File: config.mk
export PLATFORM = sky130hd
export DESIGN_NAME = addr_window_xlat
export DESIGN_NICKNAME = d
export VERILOG_FILES = /design/src/rtl/awx_pkg.sv /design/src/rtl/awx_win_regs.sv /design/src/rtl/awx_match.sv /design/src/rtl/awx_pick.sv /design/src/rtl/addr_window_xlat.sv
export SDC_FILE = /design/constraint.sdc
export NUM_CORES = 1
export LEC_CHECK = 0
export BUFFER_PORTS_ARGS = -buffer_cell sky130_fd_sc_hd__buf_4
export CORE_MARGIN = 3
export CORE_UTILIZATION = 46
export DETAILED_ROUTE_END_ITERATION = 7
export PLACE_DENSITY = 0.71
export SLEW_MARGIN = 20
export SYNTH_ARGS = -nofsm -noshare
export SYNTH_HDL_FRONTEND = slang
export SYNTH_SLANG_ARGS = --single-unit
File: constraint.sdc
create_clock -name clk -period 3.5 [get_ports clk]
set_input_delay 0.175 -clock clk [delete_from_list [all_inputs] [get_ports clk]]
set_output_delay 0.175 -clock clk [all_outputs]
set_load 0.03 [all_outputs]
File: src/rtl/awx_pkg.sv
package awx_pkg;

  localparam int ADDR_W   = 32;
  localparam int PAGE_LSB = 12;
  localparam int PAGE_W   = ADDR_W - PAGE_LSB;

  typedef enum logic [1:0] {
    FLD_CTRL = 2'd0,
    FLD_BASE = 2'd1,
    FLD_MASK = 2'd2,
    FLD_XLAT = 2'd3
  } fld_e;

  typedef struct packed {
    logic [PAGE_W-1:0] base;
    logic              io;
    logic [PAGE_W-1:0] mask;
    logic [PAGE_W-1:0] xlat;
    logic              xen;
    logic              pf;
    logic              rl;
  } win_cfg_t;

  // Window match: masked compare, nonzero mask, same space
  function automatic logic win_hits(input logic [PAGE_W-1:0] page,
                                    input logic io, input win_cfg_t w);
    return (w.mask != '0) && ((page & w.mask) == (w.base & w.mask)) &&
           (io == w.io);
  endfunction

  // Outbound page: masked bits from the translation field
  function automatic logic [PAGE_W-1:0] win_map(input logic [PAGE_W-1:0] page,
                                                input win_cfg_t w);
    return w.xen ? ((page & ~w.mask) | (w.xlat & w.mask)) : page;
  endfunction

endpackage

File: src/rtl/awx_win_regs.sv
module awx_win_regs
  import awx_pkg::*;
#(
  parameter int                  NUM_WIN  = 6,
  parameter logic [NUM_WIN-1:0]  IMPL     = 6'b001111,
  parameter logic [PAGE_W-1:0]   CFG_BASE = 20'hF0000,
  parameter logic [PAGE_W-1:0]   CFG_MASK = 20'hFFFFF
)(
  input  logic                         clk,
  input  logic                         rst_n,
  input  logic                         we,
  input  logic [$clog2(NUM_WIN)-1:0]   win,
  input  logic [1:0]                   sel,
  input  logic [ADDR_W-1:0]            wdata,
  output win_cfg_t [NUM_WIN-1:0]       cfg_o
);
  localparam int IDX_W = $clog2(NUM_WIN);

  logic unused_wbits;
  assign unused_wbits = ^wdata[PAGE_LSB-1:3];

  fld_e fld;
  assign fld = fld_e'(sel);

  for (genvar i = 0; i < NUM_WIN; i++) begin : g_win
    if (i == 0) begin : g_cfg
      assign cfg_o[i] = '{base: CFG_BASE, io: 1'b0, mask: CFG_MASK,
                          xlat: '0, xen: 1'b0, pf: 1'b0, rl: 1'b0};
    end else if (IMPL[i]) begin : g_prog
      win_cfg_t r;
      logic     wr_here;
      assign wr_here = we && (win == IDX_W'(i));
      always_ff @(posedge clk) begin
        if (!rst_n) begin
          r <= '0;
        end else if (wr_here) begin
          case (fld)
            FLD_CTRL: begin
              r.xen <= wdata[0];
              r.pf  <= wdata[1];
              r.rl  <= wdata[2];
            end
            FLD_BASE: begin
              r.base <= wdata[ADDR_W-1:PAGE_LSB];
              r.io   <= wdata[0];
            end
            FLD_MASK: r.mask <= wdata[ADDR_W-1:PAGE_LSB];
            default:  r.xlat <= wdata[ADDR_W-1:PAGE_LSB];
          endcase
        end
      end
      assign cfg_o[i] = r;
    end else begin : g_absent
      assign cfg_o[i] = '0;
    end
  end

endmodule

File: src/rtl/awx_match.sv
module awx_match
  import awx_pkg::*;
#(
  parameter int                 NUM_WIN = 6,
  parameter logic [NUM_WIN-1:0] IMPL    = 6'b001111
)(
  input  logic [PAGE_W-1:0]               page,
  input  logic                            io,
  input  win_cfg_t [NUM_WIN-1:0]          cfg,
  output logic [NUM_WIN-1:0]              hit_raw,
  output logic [NUM_WIN-1:0][PAGE_W-1:0]  page_map
);
  for (genvar i = 0; i < NUM_WIN; i++) begin : g_cmp
    assign hit_raw[i]  = IMPL[i] && win_hits(page, io, cfg[i]);
    assign page_map[i] = win_map(page, cfg[i]);
  end
endmodule

File: src/rtl/awx_pick.sv
module awx_pick #(
  parameter int N = 6
)(
  input  logic [N-1:0] req,
  output logic [N-1:0] grant,
  output logic         none
);
  // isolate lowest set bit
  assign grant = req & (~req + N'(1));
  assign none  = ~|req;
endmodule

File: src/rtl/addr_window_xlat.sv
module addr_window_xlat
  import awx_pkg::*;
#(
  parameter int                 NUM_WIN  = 6,
  parameter logic [NUM_WIN-1:0] WIN_EN   = 6'b001111,
  parameter logic [PAGE_W-1:0]  CFG_BASE = 20'hF0000,
  parameter logic [PAGE_W-1:0]  CFG_MASK = 20'hFFFFF
)(
  input  logic                        clk,
  input  logic                        rst_n,
  input  logic                        cfg_we,
  input  logic [$clog2(NUM_WIN)-1:0]  cfg_win,
  input  logic [1:0]                  cfg_sel,
  input  logic [31:0]                 cfg_wdata,
  input  logic                        req_valid,
  input  logic [31:0]                 req_addr,
  input  logic                        req_io,
  output logic                        rsp_valid,
  output logic [NUM_WIN-1:0]          rsp_hit,
  output logic                        rsp_miss,
  output logic [31:0]                 rsp_addr,
  output logic                        rsp_prefetch,
  output logic                        rsp_readline
);
  // windows 0 and 1 always exist
  localparam logic [NUM_WIN-1:0] IMPL_WIN = WIN_EN | NUM_WIN'(3);

  win_cfg_t [NUM_WIN-1:0]             win_cfg;
  logic [NUM_WIN-1:0]                 win_hit_raw;
  logic [NUM_WIN-1:0]                 win_grant;
  logic                               win_none;
  logic [NUM_WIN-1:0][PAGE_W-1:0]     win_page;
  logic [PAGE_W-1:0]                  req_page;
  logic [PAGE_W-1:0]                  sel_page;
  logic                               sel_pf;
  logic                               sel_rl;

  assign req_page = req_addr[ADDR_W-1:PAGE_LSB];

  awx_win_regs #(
    .NUM_WIN (NUM_WIN), .IMPL (IMPL_WIN),
    .CFG_BASE(CFG_BASE), .CFG_MASK(CFG_MASK)
  ) u_regs (
    .clk(clk), .rst_n(rst_n), .we(cfg_we), .win(cfg_win),
    .sel(cfg_sel), .wdata(cfg_wdata), .cfg_o(win_cfg)
  );

  awx_match #(.NUM_WIN(NUM_WIN), .IMPL(IMPL_WIN)) u_match (
    .page(req_page), .io(req_io), .cfg(win_cfg),
    .hit_raw(win_hit_raw), .page_map(win_page)
  );

  awx_pick #(.N(NUM_WIN)) u_pick (
    .req(win_hit_raw), .grant(win_grant), .none(win_none)
  );

  always_comb begin
    sel_page = '0;
    sel_pf   = 1'b0;
    sel_rl   = 1'b0;
    for (int i = 0; i < NUM_WIN; i++) begin
      if (win_grant[i]) begin
        sel_page = sel_page | win_page[i];
        sel_pf   = sel_pf | win_cfg[i].pf;
        sel_rl   = sel_rl | win_cfg[i].rl;
      end
    end
    if (win_none) sel_page = req_page;
  end

  always_ff @(posedge clk) begin
    if (!rst_n) begin
      rsp_valid    <= 1'b0;
      rsp_hit      <= '0;
      rsp_miss     <= 1'b0;
      rsp_addr     <= '0;
      rsp_prefetch <= 1'b0;
      rsp_readline <= 1'b0;
    end else begin
      rsp_valid    <= req_valid;
      rsp_hit      <= win_grant;
      rsp_miss     <= win_none;
      rsp_addr     <= {sel_page, req_addr[PAGE_LSB-1:0]};
      rsp_prefetch <= sel_pf;
      rsp_readline <= sel_rl;
    end
  end

endmodule

# Word-level counts from Yosys, hierarchy flattened
# Index checks and enable logic that the tools add are counted.
# word_totals
ff_bits,234
latch_bits,0
mem_bits_rw,0
romBits,0
in_bits,74
output_inout_bits,42
elab_cells,116
n_memories,0
# classes
n_addsub,1
mul,0
n_div,0
order_cmp,0
eq_ne,12
shift,0
n_mux,16
n_bitwise,31
n_reduce_logical,29
# ops
operator,n
20-bit bitwise AND,12
20-bit 2-to-1 mux,10
20-bit bitwise OR,8
20-bit == test,3
20-bit inverter,3
20-bit nonzero test,3
2-bit AND reduction,12
"20-bit == test, second input constant",1
1-bit logical AND,10
"6-bit by 1-bit adder with 6-bit output, second input constant",1
4-bit by 6-bit bitwise AND with 6-bit output,1
"3-bit by 2-bit == test with 1-bit output, second input constant",2
1-bit 2-to-1 mux,6
4-bit inverter with 6-bit output,1
1-bit bitwise OR,4
4-bit OR reduction,1
1-bit == test,3
"3-bit by 1-bit == test with 1-bit output, second input constant",1
3-bit OR reduction,1
"2-bit by 1-bit == test with 1-bit output, second input constant",1
"2-bit == test, second input constant",1
2-bit logical NOT,1
1-bit inverter,2
1-bit logical NOT,1

# Depth between registers and ports, before layout
# logic_depth
ltp_word,19
mapped_depth,11
mapped_depth_nobuf,7

# Hierarchy
# From an unflattened synthesis, not the netlist that was laid out.
# hier_totals
cells_unflattened,1496
hier_area_um2,13977.2
# by_module_without_submodules
module,instances,cells_per_inst,area_each_um2,seq_area_each_um2
awx_win_regs,1,856,8424.3,3843.7
awx_match,1,439,3319.4,0.0
addr_window_xlat,1,192,2167.1,840.8
awx_pick,1,9,66.3,0.0

# Worst setup path after synthesis
# Ideal clock, no wire load.
# synth_path
path_kind,flip-flop to flip-flop
startpoint,register u_regs.g_win[1].g_prog.r (netlist bit u_regs.cfg_o[112])
endpoint,register rsp_addr[21]
setup_ns,0.127
t_arrival_ns,2.143
required_ns,3.373
slack_ns,1.230
stages_incl_launch_ff,10
path_buffers,2
synth_period_minus_slack_ns,2.270
cell_sequence,dfxtp_1 -> xor2_1 -> a222oi_1 -> nand3_1 -> nor4_4 -> buf_6 -> buf_8 -> nor4_1 -> a2111oi_1 -> nor2_1
# synth_between
elab_chain_cells,17
word_cells_on_any_way,18
cone_classes,1 x add/sub; 1 x eq/ne; 6 x mux; 7 x bitwise; 3 x reduce/logical
# synth_rtl
item,line_no,rtl
"start, declared",awx_win_regs.sv:30,win_cfg_t r;
20-bit bitwise AND (*),awx_pkg.sv:27,return (w.mask != '0) && ((page & w.mask) == (w.base & w.mask)) &&
20-bit == test (*),awx_pkg.sv:27,
1-bit logical AND (*) (2 in a row),awx_pkg.sv:27,
4-bit inverter with 6-bit output,awx_pick.sv:9,assign grant = req & (~req + N'(1));
6-bit by 1-bit adder with 6-bit output,awx_pick.sv:9,
4-bit by 6-bit bitwise AND with 6-bit output,awx_pick.sv:9,
20-bit 2-to-1 mux,addr_window_xlat.sv:62,if (win_grant[i]) begin
20-bit bitwise OR,addr_window_xlat.sv:63,sel_page = sel_page | win_page[i];
20-bit 2-to-1 mux,addr_window_xlat.sv:62,
20-bit bitwise OR,addr_window_xlat.sv:63,
20-bit 2-to-1 mux,addr_window_xlat.sv:62,
20-bit bitwise OR,addr_window_xlat.sv:63,
20-bit 2-to-1 mux,addr_window_xlat.sv:62,
20-bit bitwise OR,addr_window_xlat.sv:63,
20-bit 2-to-1 mux,addr_window_xlat.sv:62,
20-bit 2-to-1 mux (*),addr_window_xlat.sv:68,if (win_none) sel_page = req_page;
"end signal, assigned",addr_window_xlat.sv:83,"rsp_addr <= {sel_page, req_addr[PAGE_LSB-1:0]};"
"end, declared",addr_window_xlat.sv:21,"output logic [31:0] rsp_addr,"
# Every way passes the cells marked *; elsewhere a longest branch is shown, timed or not.
# A chain may end at the register's enable or synchronous reset.

# Final worst setup path
# layout_path
startpoint,register u_regs.g_win[2].g_prog.r (netlist bit u_regs.cfg_o[181])
endpoint,register rsp_addr[22]
# layout_between
elab_chain_cells,15
word_cells_on_any_way,16
cone_classes,1 x add/sub; 1 x eq/ne; 5 x mux; 6 x bitwise; 3 x reduce/logical
# layout_rtl
item,line_no
"start, declared",awx_win_regs.sv:30
20-bit bitwise AND (*),awx_pkg.sv:27
20-bit == test (*),awx_pkg.sv:27
1-bit logical AND (*) (2 in a row),awx_pkg.sv:27
4-bit inverter with 6-bit output,awx_pick.sv:9
6-bit by 1-bit adder with 6-bit output,awx_pick.sv:9
4-bit by 6-bit bitwise AND with 6-bit output,awx_pick.sv:9
20-bit 2-to-1 mux,addr_window_xlat.sv:62
20-bit bitwise OR,addr_window_xlat.sv:63
20-bit 2-to-1 mux,addr_window_xlat.sv:62
20-bit bitwise OR,addr_window_xlat.sv:63
20-bit 2-to-1 mux,addr_window_xlat.sv:62
20-bit bitwise OR,addr_window_xlat.sv:63
20-bit 2-to-1 mux,addr_window_xlat.sv:62
20-bit 2-to-1 mux (*),addr_window_xlat.sv:68
# Marked as above.

==> results.md <==
- Combinational Power Share: 11.3%
- Number of synthesized flops with an enable pin: 0
- Largest net degree at the start of global routing: 108
- Max rail drop VDD: 0.243 mV
- Synth Register Bits: 232
- Mapped cell area: 0.0106 mm^2
- Clock root buffer: clkbuf_16
- Fin nets: 1502
- Switch Pwr: 1570 uW
- Clock group share of total power: 44.5%
- Clock Path Buffers: 3
- Hold WS: 31.7 ps
- Switching part of the total power: 25.5%
- Ys Warns: 0
- Final period utilization: 82.1%
- CTS Buf Count: 25
- Worst hold path type: in -> reg
- Worst Path Max Fanout: 19
- Overflow after GRT: 0
- Setup_tns: 0 ps
- Post-Place Worst Slack: 641 ps
- Final wirelength: 34300 um
- Htree depth: 1
- Cell Count, Final, Fillers Out: 1727
- Max-Slew Margin vs Limit: 37.7%
- DR vias: 10100
- CTS tree: done
- Placed cell count: 1644
- Die width: 158 um
- Post-CTS Resized: 0
- Hold Vio Cnt, Final: 0
- Worst setup margin: 626 ps
- Syn avg cell area: 7.76 um^2
- Async SR Flop Fraction: 0%
- Least-Margin Pin Slew: 932 ps
- Pleak: 0.00480 uW
- DR vias/cell: 5.83
- Die Height: 158 um
- Aggregate global-route resource usage: 26.7%
- Setup Buffers After CTS: 0
- Share of layout cells above drive strength 1: 14.0%
- Slew Limit Fails: 0
- Detailed Routing Iterations Pass 1: 8
- Routed Antenna Nets: 0
- DRC viols: 0
- Final Util: 56.6%
- Status: finished clean
- Routed len/inst: 19.9 um
- Syn Inst Count: 1370
- Core region area: 0.0223 mm^2
- Initial antenna violation count: 0
- TritonCTS Sinks: 232
- Row Count: 54
- Starting Density: 47.7%
- FILL cells: 2042
- Power per Cell Area: 489 mW/mm^2
- Reg clk slew, reported paths: 60 ps
- RSZ-0062 raised after global routing: no
- Tmin final: 2870 ps
- F_max: 0.348 GHz
- GP Congestion: 0.939
- First-pass GRT wire length: 52400 um
- Number of distinct library cells after synthesis: 46
- Final setup violation count: 0
- Crit path capture type: register
- Die Area: 0.0250 mm^2
- Max-cap violations: 0
- Drt initial violations: 1088
- Post-synthesis sequential area ratio: 43.7%
- PortBufs: 104
- Critical Path AT: 3330 ps
- P_int: 4600 uW
- Worst skew pair latency: 540 ps
- # IOs: 116
- Proportion of power drawn by flip-flops and latches: 44.2%
- Post-synth top flop: dfxtp_1
- Critical Path Source Type: register
- Hpwl dp: 23700 um
- CP required: 3960 ps
- # hold bufs at CTS: 37
- Vias in the first global route: 9261
- Worst Skew: 21.4 ps
- Area growth, synth to finish: 18.7%
- Setup CP Type: reg -> reg
- ANT cells: 0
==> path summary, 6_finish.rpt <==
kind	end	from	depth (start not counted)	slack (ps)
setup / recovery	rsp_addr[22]	u_regs.cfg_o[181]	7	630
hold / removal	rsp_addr[31]	req_addr[31]	3	30
setup reg to reg	rsp_addr[22]	u_regs.cfg_o[181]	7	630
hold reg to reg	u_regs.cfg_o[145]	u_regs.cfg_o[145]	2	450
==> critical path, cell delays in order (launching register included) <==
cell,delay [ps]
dfxtp_1,320
xor2_1,180
a222oi_1,340
nand3_1,120
or4_1,860
or4b_1,660
o21ai_0,150
nor2_1,180
==> Yosys cell counts, types with 7 or more instances <==
cell,n,area [um^2]
o21ai_0,18,90.1
clkbuf_1,104,390
mux2i_1,35,350
nor2_1,29,109
mux2_2,23,259
xor2_1,63,552
and2_1,14,87.6
a22oi_1,32,240
a21oi_1,200,1000
nor3_1,20,100
nand3_1,27,135
nor4_1,36,225
a2111oi_1,7,70.1
nand2_1,450,1690
buf_2,11,55.1
dfxtp_1,232,4640
==> sequential cells by signal, summed over array words and instances (netlist names) <==
register	count
rsp_hit	4
rsp_addr	32
rsp_readline	1
rsp_miss	1
u_regs.cfg_o	192
rsp_valid	1
rsp_prefetch	1
==> layout by cell type (no fill, tap or decap), drive strengths merged, types with 14 or more instances in the layout <==
| master | Yosys | final |
|---|---|---|
| nor3 | 24 | 24 |
| mux2i | 35 | 35 |
| and2 | 14 | 14 |
| mux2 | 23 | 23 |
| nand2 | 450 | 450 |
| buf | 24 | 121 |
| clkbuf | 104 | 38 |
| nor4 | 37 | 37 |
| dlygate4sd3 | 0 | 37 |
| o21ai | 19 | 19 |
| dfxtp | 232 | 232 |
| a21oi | 200 | 200 |
| nand3 | 27 | 27 |
| xor2 | 63 | 63 |
| nor2 | 29 | 29 |
| a22oi | 32 | 32 |
| a2111oi | 14 | 14 |
==> final cells by class <==
class / instances / area (um^2) / share of cell area [%]
Multi-Input combinational cell: 1010 / 5450 / 43.2
Sequential cell: 232 / 4640 / 36.8
Timing Repair Buffer: 158 / 1290 / 10.2
Clock buffer: 38 / 764 / 6.06
Tap cell: 280 / 350 / 2.78
Clock inverter: 8 / 105 / 0.833
Inverter: 1 / 8.76 / 0.0694
==> power by group through the flow <==
stage                     clock network (uW)  logic [uW]  registers (uW)
after floorplan                            0         328            2860
after global placement                     0         641            2790
after detailed placement                   0         644            2790
after CTS                               2780         681            2730
after global routing                    2880         735            2730
final                                   2750         695            2730
==> kinds of logic after synthesis <==
kind of cell | share of synthesized area (%)
XOR/XNOR | 5.19
AO/OA/AOI/OAI | 15.7
other | 0.0353
buffers and inverters | 5.39
multiplexers | 5.73
flip-flops | 43.7
AND/OR/NAND/NOR | 24.3
==> metal layers <==
layer	vias to the layer above	part of all wire, %	GRT usage, %
li1	4745	-	-
met1	4770	43	38.5
met2	501	46	42.3
met3	55	8.9	3.88
met4	0	2.2	6.64
met5	-	0	0
==> metrics by stage <==
stage	area [um^2]	total power, uW
final	12600	6170
after global routing	12600	6350
after floorplan	10600	3190
after global placement	11400	3430
after CTS	12600	6190
after detailed placement	11400	3430
Power figures use the tool's default switching activity.
